**src/rtl/i2c_srx_pkg.sv**
```systemverilog
package i2c_srx_pkg;

    localparam int BYTE_W  = 8;
    localparam int SADDR_W = 7;
    localparam int CNT_W   = $clog2(BYTE_W + 1);
    localparam int REG_AW  = 2;

    localparam logic [REG_AW-1:0] REG_OWN  = 2'd0;
    localparam logic [REG_AW-1:0] REG_CTRL = 2'd1;
    localparam logic [REG_AW-1:0] REG_DATA = 2'd2;
    localparam logic [REG_AW-1:0] REG_STAT = 2'd3;

    typedef enum logic [1:0] {
        AC_NONE  = 2'd0,
        AC_GCALL = 2'd1,
        AC_OWN   = 2'd2
    } addr_class_e;

    typedef enum logic [1:0] {
        EN_IDLE = 2'd0,
        EN_BITS = 2'd1,
        EN_ACK  = 2'd2,
        EN_SKIP = 2'd3
    } eng_state_e;

    typedef struct packed {
        logic sda;
        logic scl_rise;
        logic scl_fall;
        logic start;
        logic stop;
    } bus_evt_t;

    typedef struct packed {
        logic ack_en;
        logic enable;
    } ctrl_t;

    typedef struct packed {
        logic              valid;
        logic              is_addr;
        logic              take;
        addr_class_e       cls;
        logic [BYTE_W-1:0] data;
    } rx_event_t;

    // general call wins over an own address of zero
    function automatic addr_class_e classify(input logic [SADDR_W-1:0] rx,
                                             input logic [SADDR_W-1:0] own);
        if (rx == '0)
            return AC_GCALL;
        else if (rx == own)
            return AC_OWN;
        else
            return AC_NONE;
    endfunction

endpackage

```
**src/rtl/i2c_srx_sync.sv**
```systemverilog
module i2c_srx_sync
    import i2c_srx_pkg::*;
#(
    parameter int STAGES = 2
) (
    input  logic     clk,
    input  logic     rst,
    input  logic     scl_in,
    input  logic     sda_in,
    output bus_evt_t ev
);

    logic [STAGES-1:0] scl_pipe;
    logic [STAGES-1:0] sda_pipe;
    logic              scl_q;
    logic              sda_q;
    logic              scl_s;
    logic              sda_s;

    always_ff @(posedge clk) begin
        if (rst) begin
            scl_pipe <= '1;
            sda_pipe <= '1;
            scl_q    <= 1'b1;
            sda_q    <= 1'b1;
        end else begin
            scl_pipe <= {scl_pipe[STAGES-2:0], scl_in};
            sda_pipe <= {sda_pipe[STAGES-2:0], sda_in};
            scl_q    <= scl_s;
            sda_q    <= sda_s;
        end
    end

    assign scl_s = scl_pipe[STAGES-1];
    assign sda_s = sda_pipe[STAGES-1];

    always_comb begin
        ev.sda      = sda_s;
        ev.scl_rise = scl_s & ~scl_q;
        ev.scl_fall = ~scl_s & scl_q;
        ev.start    = scl_s & scl_q & sda_q & ~sda_s;
        ev.stop     = scl_s & scl_q & ~sda_q & sda_s;
    end

endmodule

```
**src/rtl/i2c_srx_engine.sv**
```systemverilog
module i2c_srx_engine
    import i2c_srx_pkg::*;
(
    input  logic               clk,
    input  logic               rst,
    input  bus_evt_t           ev,
    input  ctrl_t              ctrl,
    input  logic [SADDR_W-1:0] own_addr,
    input  logic               pending,
    output rx_event_t          evt,
    output logic               sda_oe
);

    localparam logic [CNT_W-1:0] LAST_BIT = CNT_W'(BYTE_W - 1);
    localparam logic [CNT_W-1:0] FULL     = CNT_W'(BYTE_W);

    eng_state_e        state;
    logic [CNT_W-1:0]  cnt;
    logic [BYTE_W-2:0] sh;
    logic              first;
    logic              keep;
    logic              ack_pend;

    logic [BYTE_W-1:0] nb;
    addr_class_e       cls_c;
    logic              take_c;

    always_comb begin
        nb     = {sh, ev.sda};
        cls_c  = classify(nb[BYTE_W-1:1], own_addr);
        take_c = first ? (cls_c != AC_NONE) : ~pending;
    end

    always_ff @(posedge clk) begin
        if (rst) begin
            state    <= EN_IDLE;
            cnt      <= '0;
            sh       <= '0;
            first    <= 1'b0;
            keep     <= 1'b0;
            ack_pend <= 1'b0;
            sda_oe   <= 1'b0;
            evt      <= '0;
        end else begin
            evt.valid <= 1'b0;
            if (!ctrl.enable) begin
                state  <= EN_IDLE;
                sda_oe <= 1'b0;
            end else if (ev.stop) begin
                state  <= EN_IDLE;
                sda_oe <= 1'b0;
            end else if (ev.start) begin
                state  <= EN_BITS;
                cnt    <= '0;
                first  <= 1'b1;
                sda_oe <= 1'b0;
            end else begin
                case (state)
                    EN_BITS: begin
                        if (ev.scl_rise && cnt < FULL) begin
                            sh  <= nb[BYTE_W-2:0];
                            cnt <= cnt + 1'b1;
                            if (cnt == LAST_BIT) begin
                                evt.valid   <= 1'b1;
                                evt.is_addr <= first;
                                evt.take    <= take_c;
                                evt.cls     <= first ? cls_c : AC_NONE;
                                evt.data    <= nb;
                                ack_pend    <= take_c;
                                keep        <= first ? take_c : 1'b1;
                            end
                        end else if (ev.scl_fall && cnt == FULL) begin
                            state  <= EN_ACK;
                            sda_oe <= ack_pend & ctrl.ack_en;
                        end
                    end
                    EN_ACK: begin
                        if (ev.scl_fall) begin
                            sda_oe <= 1'b0;
                            cnt    <= '0;
                            first  <= 1'b0;
                            state  <= keep ? EN_BITS : EN_SKIP;
                        end
                    end
                    default: ;
                endcase
            end
        end
    end

endmodule

```
**src/rtl/i2c_srx_regs.sv**
```systemverilog
module i2c_srx_regs
    import i2c_srx_pkg::*;
(
    input  logic               clk,
    input  logic               rst,
    input  logic               bus_wr,
    input  logic [REG_AW-1:0]  bus_addr,
    input  logic [BYTE_W-1:0]  bus_wdata,
    output logic [BYTE_W-1:0]  bus_rdata,
    input  rx_event_t          evt,
    input  logic               stop,
    output ctrl_t              ctrl,
    output logic [SADDR_W-1:0] own_addr,
    output logic               pending,
    output logic               gc_flag,
    output logic               own_flag
);

    logic [BYTE_W-1:0] rx_buf;

    always_ff @(posedge clk) begin
        if (rst) begin
            ctrl     <= '0;
            own_addr <= '0;
            pending  <= 1'b0;
            gc_flag  <= 1'b0;
            own_flag <= 1'b0;
            rx_buf   <= '0;
        end else begin
            if (bus_wr) begin
                case (bus_addr)
                    REG_OWN:  own_addr <= bus_wdata[BYTE_W-1:1];
                    REG_CTRL: begin
                        ctrl.enable <= bus_wdata[0];
                        ctrl.ack_en <= bus_wdata[1];
                    end
                    REG_DATA: pending <= 1'b0;
                    default: ;
                endcase
            end
            if (stop) begin
                gc_flag  <= 1'b0;
                own_flag <= 1'b0;
            end
            if (evt.valid) begin
                if (evt.is_addr) begin
                    gc_flag  <= (evt.cls == AC_GCALL);
                    own_flag <= (evt.cls == AC_OWN);
                end
                if (evt.take) begin
                    rx_buf  <= evt.data;
                    pending <= 1'b1;
                end
            end
        end
    end

    always_comb begin
        case (bus_addr)
            REG_OWN:  bus_rdata = {own_addr, 1'b0};
            REG_CTRL: bus_rdata = {{(BYTE_W-2){1'b0}}, ctrl.ack_en, ctrl.enable};
            REG_DATA: bus_rdata = rx_buf;
            default:  bus_rdata = {{(BYTE_W-3){1'b0}}, pending, own_flag, gc_flag};
        endcase
    end

endmodule

```
**src/rtl/i2c_srx_top.sv**
```systemverilog
module i2c_srx_top
    import i2c_srx_pkg::*;
#(
    parameter int SYNC_STAGES = 2
) (
    input  logic              clk,
    input  logic              rst,
    input  logic              bus_wr,
    input  logic [REG_AW-1:0] bus_addr,
    input  logic [BYTE_W-1:0] bus_wdata,
    output logic [BYTE_W-1:0] bus_rdata,
    input  logic              scl_in,
    input  logic              sda_in,
    output logic              sda_oe,
    output logic              irq
);

    bus_evt_t           ev;
    ctrl_t              ctrl_q;
    rx_event_t          evt_q;
    logic [SADDR_W-1:0] own_q;
    logic               pending_q;
    logic               gc_q;
    logic               aas_q;

    i2c_srx_sync #(.STAGES(SYNC_STAGES)) u_sync (
        .clk    (clk),
        .rst    (rst),
        .scl_in (scl_in),
        .sda_in (sda_in),
        .ev     (ev)
    );

    i2c_srx_engine u_engine (
        .clk      (clk),
        .rst      (rst),
        .ev       (ev),
        .ctrl     (ctrl_q),
        .own_addr (own_q),
        .pending  (pending_q),
        .evt      (evt_q),
        .sda_oe   (sda_oe)
    );

    i2c_srx_regs u_regs (
        .clk       (clk),
        .rst       (rst),
        .bus_wr    (bus_wr),
        .bus_addr  (bus_addr),
        .bus_wdata (bus_wdata),
        .bus_rdata (bus_rdata),
        .evt       (evt_q),
        .stop      (ev.stop),
        .ctrl      (ctrl_q),
        .own_addr  (own_q),
        .pending   (pending_q),
        .gc_flag   (gc_q),
        .own_flag  (aas_q)
    );

    assign irq = pending_q;

endmodule

```
**config.mk**
```make
export PLATFORM = sky130hd
export DESIGN_NAME = i2c_srx_top
export DESIGN_NICKNAME = d
export VERILOG_FILES = /design/src/rtl/i2c_srx_pkg.sv /design/src/rtl/i2c_srx_sync.sv /design/src/rtl/i2c_srx_engine.sv /design/src/rtl/i2c_srx_regs.sv /design/src/rtl/i2c_srx_top.sv
export SDC_FILE = /design/constraint.sdc
export NUM_CORES = 1
export LEC_CHECK = 0
export CAP_MARGIN = 20
export CORE_UTILIZATION = 30
export CTS_CLUSTER_SIZE = 12
export DETAILED_ROUTE_END_ITERATION = 7
export PLACE_DENSITY_LB_ADDON = 0.12
export SYNTH_ARGS = -nofsm -noshare
export SYNTH_HDL_FRONTEND = slang
export SYNTH_HIERARCHICAL = 1
export SYNTH_SLANG_ARGS = --single-unit
```
**constraint.sdc**
```tcl
create_clock -name clk -period 3.11 [get_ports clk]
set_clock_uncertainty 0.05 [all_clocks]
set_input_delay 0.622 -clock clk [delete_from_list [all_inputs] [get_ports clk]]
set_output_delay 0.622 -clock clk [all_outputs]
set_load 0.02 [all_outputs]
```
# Word level (Yosys, flattened, before mapping)
# Index checks and enable logic that the tools add are counted.
# Widths: inputs -> output; s select.
word_totals:
  ff_bits: 55
  in_bits: 15
classes:
  addsub: 1
  order_cmp: 1
  eq_ne: 16
  n_mux: 33
  n_bitwise: 18
  reduce_logical: 21
op_table:
  columns: ["op", "n"]
  rows:
  - ["$pmux 8 s3", 1]
  - ["$mux 1", 18]
  - ["$mux 2", 7]
  - ["$mux 13", 1]
  - ["$mux 4", 3]
  - ["$reduce_and 4->1", 3]
  - ["$not 1->1", 10]
  - ["$reduce_and 5->1", 2]
  - ["$ne 3x2->1 const B", 3]
  - ["$and 1x1->1", 8]
  - ["$pmux 4 s2", 1]
  - ["$reduce_bool 2->1", 4]
  - ["$eq 7x7->1", 1]
  - ["$logic_not 7->1", 1]
  - ["$eq 2x1->1 const B", 3]
  - ["$eq 2x2->1 const B", 3]
  - ["$reduce_and 2->1", 3]
  - ["$reduce_and 6->1", 1]
  - ["$reduce_or 6->1", 1]
  - ["$add 4x1->4 const B", 1]
  - ["$eq 4x3->1 const B", 1]
  - ["$eq 4x4->1 const B", 1]
  - ["$lt 4x4->1 const B", 1]
  - ["$ne 2x1->1 const B", 2]
  - ["other kinds (9)", 10]

# Logic depth before layout (Yosys ltp)
# Gate-level depths: netlist of the first run.
logic_depth:
  depth_word: 7
  depth_mapped: 6

# Hierarchy
# Netlist of the first run, hierarchy kept.
by_module_without_submodules:
  columns: ["mod", "n_inst", "cells_per_inst", "area_per_inst_um2", "seq_area_each_um2"]
  rows:
  - ["i2c_srx_engine", 1, 142, 1312.5, 580.6]
  - ["i2c_srx_regs", 1, 106, 894.6, 400.4]
  - ["i2c_srx_sync", 1, 17, 197.7, 120.1]

# Worst setup path before layout of the first run
# Ideal clock, no wire load.
synth_path:
  kind: "input -> output"
  from: "input bus_addr[1]"
  to: "output bus_rdata[2]"
  t_arrival_ns: 1.338
  slack_ns: 1.100
  cell_stages: 3
  path_buffers: 1
  cell_sequence: "buf_6 mux2i_1 o21ai_0"
synth_via:
  elab_chain_len: 2
  word_cells_on_any_way: 4
  cone_classes: "eq/ne: 2; mux: 1; reduce/logical: 1"
synth_lines:
  columns: ["element", "line_no", "rtl"]
  rows:
  - ["from (decl)", "i2c_srx_top.sv:9", "input logic [REG_AW-1:0] bus_addr,"]
  - ["$eq 2x2->1 (tied with other cells)", "i2c_srx_regs.sv:59", "case (bus_addr)"]
  - ["$pmux 8 s3 (*)", "i2c_srx_regs.sv:59", null]
  - ["to (decl)", "i2c_srx_top.sv:11", "output logic [BYTE_W-1:0] bus_rdata,"]
# Mark *: on every way between the ends. The rest lies on a longest branch, timed or not.

# Worst setup path after layout of the first run
layout_path:
  from: "input bus_addr[1]"
  to: "output bus_rdata[1]"
# The elaborated chain is that of the path after synthesis.

==> results of run 1 <==
[critical path, delay by kind of cell]
family   cells  cell delay, ns
buf+inv      2            1.10
mux          1            0.56
[final timing paths]
check                           from                  to  slack [ns]  depth (start not counted)
setup / recovery         bus_addr[1]        bus_rdata[1]        0.16                          3
hold / removal    u_sync/scl_pipe[0]  u_sync/scl_pipe[1]        0.36                          1
setup reg to reg  u_sync/sda_pipe[1]     u_engine/evt[9]        1.07                          5
hold reg to reg   u_sync/scl_pipe[0]  u_sync/scl_pipe[1]        0.36                          1
[Yosys cell counts, drive strengths merged (3+ instances only)]
cell and n:
nor2 23, xnor2 8, or4 3, inv 5, clkbuf 6, a21oi 29, nand2b 3, mux2i 18
nand3b 4, dfxtp 55, or2 7, nand2 43, o21ai 3, nand3 12, nand4b 3, buf 6
nor2b 6
[sequential cells by signal, summed over array words and instances, names as in the netlist, 4 cells and up]
name / flops
u_engine/evt: 12
u_engine/cnt: 4
u_regs/own_addr: 7
u_regs/rx_buf: 8
u_engine/sh: 7
[area by class of cell]
cell class	instances	share of cell area, %
clock inverters	3	0.660
flip-flops and latches	55	38.7
repair buffers	29	10.2
multi-input cells	193	42.8
well taps	102	4.49
inverters	5	0.660
clock buffers	5	2.42
[cell families (layout without fill, tap and decap cells)]
family | after synthesis | in the layout | share of synthesized area (%)
buffers and inverters | 17 | 42 | 3.59
AO/OA/AOI/OAI | 45 | 45 | 11.4
adder cells (fa/ha/maj) | 2 | 2 | 1.04
flip-flops | 55 | 55 | 45.8
AND/OR/NAND/NOR | 117 | 117 | 25.7
XOR/XNOR | 9 | 9 | 3.28
multiplexers | 20 | 20 | 9.21
[power by group through the flow]
| stage | logic, mW | registers [mW] | clock network (mW) |
|---|---|---|---|
| 2_1_floorplan | 0.0415 | 0.731 | 0 |
| 3_3_place_gp | 0.0762 | 0.734 | 0 |
| 3_5_place_dp | 0.0764 | 0.734 | 0 |
| 4_1_cts | 0.0767 | 0.717 | 0.417 |
| 5_1_grt | 0.0831 | 0.719 | 0.450 |
| 6_report | 0.0752 | 0.717 | 0.393 |
[routing by layer]
layer / GRT usage (%) / share of wire (%) / vias to the layer above
met4: 4.37 / 1.2 / 0
li1: - / - / 961
met2: 21.5 / 44 / 29
met1: 18.4 / 51 / 856
met3: 3.18 / 4.0 / 5
met5: 0 / 0 / -
[layout by cell type, fill, tap and decap left out, drive strengths merged, types with 2 or more instances in the layout]
master and n:
o21ai 3, nand2 43, dfxtp 55, and4b 2, ha 2, nand2b 3, or2 7, inv 6
nor3b 2, nor3 2, o21ba 2, buf 5, a21oi 29, nor2 23, nand4b 3, or4 3
mux2i 18, nor2b 6, xnor2 8, nand3b 4, nand4 2, clkdlybuf4s50 24, o31ai 2, nand3 12
clkinv 2, a211oi 2, clkbuf 5
[stage by stage]
step | utilization (%) | setup WS [ns] | instance area (um^2) | cells
floorplan | - | 1.10 | 2400 | 265
finish | 36.8 | 0.158 | 2840 | 392
global route | 36.8 | 0.0889 | 2840 | 392
detailed placement | 35.7 | 0.163 | 2760 | 384
CTS | 36.8 | 0.154 | 2840 | 392
global placement | 35.7 | 0.165 | 2760 | 384
==> reports/metrics.cfg, run 1 <==
[cts]
clkTransAtPathRegs_ns=0.10
cts_made_buffers=5
clockBufferDepth=2
cts_resized=0
numClockSinks=55
cts_tree=built
hold_buffers=0
cts_setup_buffers=0
cts_max_level=2
root_buffer=clkbuf_8
clk_latency_ns=0.31

[routing]
postRouteAntennaNets=0
drt-total-wl_um=5210
routed_via_density=4.72
drt-pass1-iter-count=4
drt_iter0_drc=85
wl_per_cell_um=13.3
drc=0
vias=1851

[pwr]
p_comb_share_pct=6.3
leakage_nw=1.05
switching_share_pct=23.4
p_total_mw=1.19
p_int_mw=0.909
clkPwrFrac_pct=33.2
peakVddDrop_v=0.000198
power_density_nw_per_um2=417
p_switching_mw=0.277
seqPwrFrac_pct=60.5

[cells_and_area]
multiInputGateArea_um2=1220
regArea_um2=1100
n_antenna_cell=0
drive_above_1_share_pct=7.59
syn_to_final_growth_pct=18.2
nNetsFinal=306
n_fill_cell=788

[grt]
antenna_found_initial=0
grt_max_degree=38
overflow=0
grt_pass1_wl_um=8940
grt_use_total_pct=13.7
grt_pass1_vias=1795

[floorplanning]
initial_core_util_pct=31.1
die_x_um=91.5
dieArea_um2=8380
io-pin-count=25
die_h_um=91.5
core_um2=7730
num_rows=32

[sta]
setup_viol=0
final.setup.tns_ns=0
hold_violations=0
drv_slew=0
fin_crit_ns=2.95
tightest_slew_ns=0.591
slew_headroom_pct=60.3
fin_crit_sh_pct=94.9
rsz0062_at_grt=no
clock.fmax_ghz=0.339
holdWs_ns=0.364

[synthesis]
netlist.area_leader.share_pct=45.8
ys_seq_elements=55
synth_area_leaders=dfxtp_1, mux2i_1, nand2_1
synth_top_flop_cell=dfxtp_1
synth_area_leader_cell=dfxtp_1
ys_warn_count=6
async_reset_ff_share_pct=0
synth.cell_area_um2=2400
seq_area_frac_synth_pct=45.8
ys_types=47
synth_cells=265
syn_nets=282
synth.avg_cell_area_um2=9.07
synth-edff-count=0

[placed_design]
place_congestion=0.711
portBuffers=24
dp_hpwl_um=3780

[setup_path]
crit_path_end_kind=output pin
cpMostUsedCell=clkdlybuf4s50_1
slowest_stage=mux4_1
crit_chain=clkdlybuf4s50_1 -> mux4_1 -> clkdlybuf4s50_1
max_stage_delay_ns=0.56
crit_arrival_ns=2.28
required_ns=2.44
critPathLaunchType=input pin
crit_type=input pin to output pin
crit_fanout=4

[worst_hold_path]
hold_class=register to register

[outcome]
outcome=finished, final reports clean

[flow_run]
cap_violations=0

No activity file was read; power rests on OpenSTA's default activity.
==> inputs of run 2 (changes only) <==
--- a/config.mk
+++ b/config.mk
@@ -10,6 +10,7 @@
 export CTS_CLUSTER_SIZE = 12
 export DETAILED_ROUTE_END_ITERATION = 7
 export PLACE_DENSITY_LB_ADDON = 0.12
+export SLEW_MARGIN = 25
 export SYNTH_ARGS = -nofsm -noshare
 export SYNTH_HDL_FRONTEND = slang
 export SYNTH_HIERARCHICAL = 1
==> results of run 2 <==
Same layout as run 1: the final DEF is identical, and so are final timing and power.
==> inputs of run 3 (changes only) <==
--- a/config.mk
+++ b/config.mk
@@ -6,6 +6,8 @@
 export NUM_CORES = 1
 export LEC_CHECK = 0
 export CAP_MARGIN = 20
+export CELL_PAD_IN_SITES_DETAIL_PLACEMENT = 0
+export CELL_PAD_IN_SITES_GLOBAL_PLACEMENT = 1
 export CORE_UTILIZATION = 30
 export CTS_CLUSTER_SIZE = 12
 export DETAILED_ROUTE_END_ITERATION = 7
==> run 3 against run 2 <==
First-iteration DRC count down 13%. Utilization increased by 0.097 points. Routed wire length up 2.5%. Worst setup slack worse by 0.028 ns.
==> reports/metrics.cfg, run 3 (synthesized netlist as in run 1, its figures left out) <==
[pwr]
leakage_nw=1.06  ; +0.50%
power_density_nw_per_um2=445  ; +6.6%
switching_share_pct=22.1  ; -1.3 points
peakVddDrop_v=0.000200  ; +0.66%
p_int_mw=0.987  ; +8.7%
seqPwrFrac_pct=56.6  ; -3.9 points
p_total_mw=1.27  ; +6.9%
clkPwrFrac_pct=37.7  ; +4.5 points
p_comb_share_pct=5.7  ; -0.6 points
p_switching_mw=0.280  ; +1.2%

[cts]
clk_latency_ns=0.31  ; about the same
numClockSinks=55  ; unchanged
hold_buffers=0  ; unchanged
cts_setup_buffers=0  ; unchanged
cts_tree=built
cts_resized=0  ; unchanged
cts_made_buffers=5  ; unchanged
cts_max_level=2  ; unchanged
clkTransAtPathRegs_ns=0.10  ; about the same
clockBufferDepth=2  ; unchanged
root_buffer=clkbuf_8

[setup_path]
critPathLaunchType=input pin
crit_arrival_ns=2.31  ; +0.03 ns
crit_fanout=5  ; +1
crit_path_end_kind=output pin
crit_type=input pin to output pin
required_ns=2.44  ; about the same

[routing]
drt-pass1-iter-count=4  ; unchanged
postRouteAntennaNets=0  ; unchanged
wl_per_cell_um=13.6  ; +2.5%
vias=1846  ; -0.27%
drt_iter0_drc=74  ; -13%
drc=0  ; unchanged
drt-total-wl_um=5340  ; +2.5%
routed_via_density=4.71  ; -0.27%

[floorplanning]
die_x_um=91.5  ; unchanged
io-pin-count=25  ; unchanged
initial_core_util_pct=31.1  ; unchanged
num_rows=32  ; unchanged
dieArea_um2=8380  ; unchanged
die_h_um=91.5  ; unchanged
core_um2=7730  ; unchanged

[cells_and_area]
regArea_um2=1100  ; unchanged
n_antenna_cell=0  ; unchanged
multiInputGateArea_um2=1220  ; unchanged
layout_common_cells=dfxtp_1, nand2_1, a21oi_1, clkdlybuf4s50_1, nor2_1
syn_to_final_growth_pct=18.5
nNetsFinal=306  ; unchanged
largestRegisters=u_engine/evt: 12 flops, u_regs/rx_buf: 8 flops
n_fill_cell=824  ; +4.6%
largest_register_ffs=12  ; unchanged
instances_no_fill=392  ; unchanged
top_register=u_engine/evt
final_common_cell=dfxtp_1
drive_above_1_share_pct=7.93  ; +0.34 points

[grt]
grt_max_degree=39  ; +2.6%
grt_use_total_pct=13.5  ; -0.18 points
grt_pass1_vias=1789  ; -0.33%
overflow=0  ; unchanged
grt_pass1_wl_um=9010  ; +0.77%
antenna_found_initial=0  ; unchanged

[sta]
final.setup.tns_ns=0  ; unchanged
fin_crit_ns=2.98  ; +0.0283 ns
hold_violations=0  ; unchanged
drv_slew=0  ; unchanged
tightest_slew_ns=0.690  ; +0.0994 ns
fin_crit_sh_pct=95.8  ; +0.91 points
setup_viol=0  ; unchanged
rsz0062_at_grt=no
clock.fmax_ghz=0.335  ; -0.95%
slew_headroom_pct=54.0  ; -6.3 points

[flow_run]
cap_violations=0  ; unchanged

[placed_design]
post-place-cells=384  ; unchanged
portBuffers=24  ; unchanged
place_congestion=0.723  ; +1.7%
dp_hpwl_um=3890  ; +2.7%

[worst_hold_path]
hold_class=register to register

[outcome]
outcome=finished, final reports clean

==> run 3: cell types whose count changed in the layout (fill, tap and decap cells not counted), sizes merged <==
cell           delta
clkdlybuf4s50     -1
bufinv            +1
inv               -1
buf               +1
==> run 3: final timing paths <==
path / from / to / slack [ns] / cells after the start
worst max-delay path: bus_addr[1] / bus_rdata[1] / 0.13 / 3
worst min-delay path: u_sync/sda_pipe[0] / u_sync/sda_pipe[1] / 0.36 / 1
worst max register to register: u_sync/sda_pipe[1] / u_engine/evt[9] / 1.07 / 5
worst min register to register: u_sync/sda_pipe[0] / u_sync/sda_pipe[1] / 0.36 / 1
==> run 3: final cells by class <==
| type | instances | share of cell area, % |
|---|---|---|
| multi-input combinational | 193 | 42.7 |
| sequential | 55 | 38.6 |
| timing repair buffer | 29 | 9.57 |
| tap | 102 | 4.48 |
| clock buffer | 5 | 2.41 |
| clock inverter | 3 | 1.54 |
| inverter | 5 | 0.658 |
==> run 3: stage by stage <==
| stage | util, % | setup WS [ns] | instance area (um^2) | hold slack, ns |
|---|---|---|---|---|
| final | 36.9 | 0.129 | 2850 | 0.356 |
| after global placement | 35.4 | 0.150 | 2740 | 0.337 |
| after floorplan | - | 1.10 | 2400 | 0.333 |
| after global routing | 36.9 | 0.0694 | 2850 | 0.378 |
| after CTS | 36.9 | 0.125 | 2850 | 0.360 |
| after detailed placement | 35.4 | 0.132 | 2740 | 0.342 |
==> run 3: metal layers <==
metal	global-route usage, %	routed length [um]	part of all wire (%)	vias up
li1	-	-	-	962
met1	18.1	2810	53	851
met2	21.6	2270	42	28
met3	2.60	190	3.6	5
met4	4.37	68	1.3	0
met5	0	0	0	-
==> run 3: critical path: stages <==
cell and delay (ns):
clkdlybuf4s50_1 0.57, mux4_1 0.57, clkdlybuf4s50_1 0.55
==> run 3: power groups by stage <==
| stage | logic [mW] | clock network [mW] | registers [mW] |
|---|---|---|---|
| after detailed placement | 0.0735 | 0 | 0.734 |
| after global placement | 0.0735 | 0 | 0.734 |
| after floorplan | 0.0415 | 0 | 0.731 |
| final | 0.0724 | 0.478 | 0.718 |
| after CTS | 0.0739 | 0.495 | 0.718 |
| after global routing | 0.0800 | 0.524 | 0.719 |
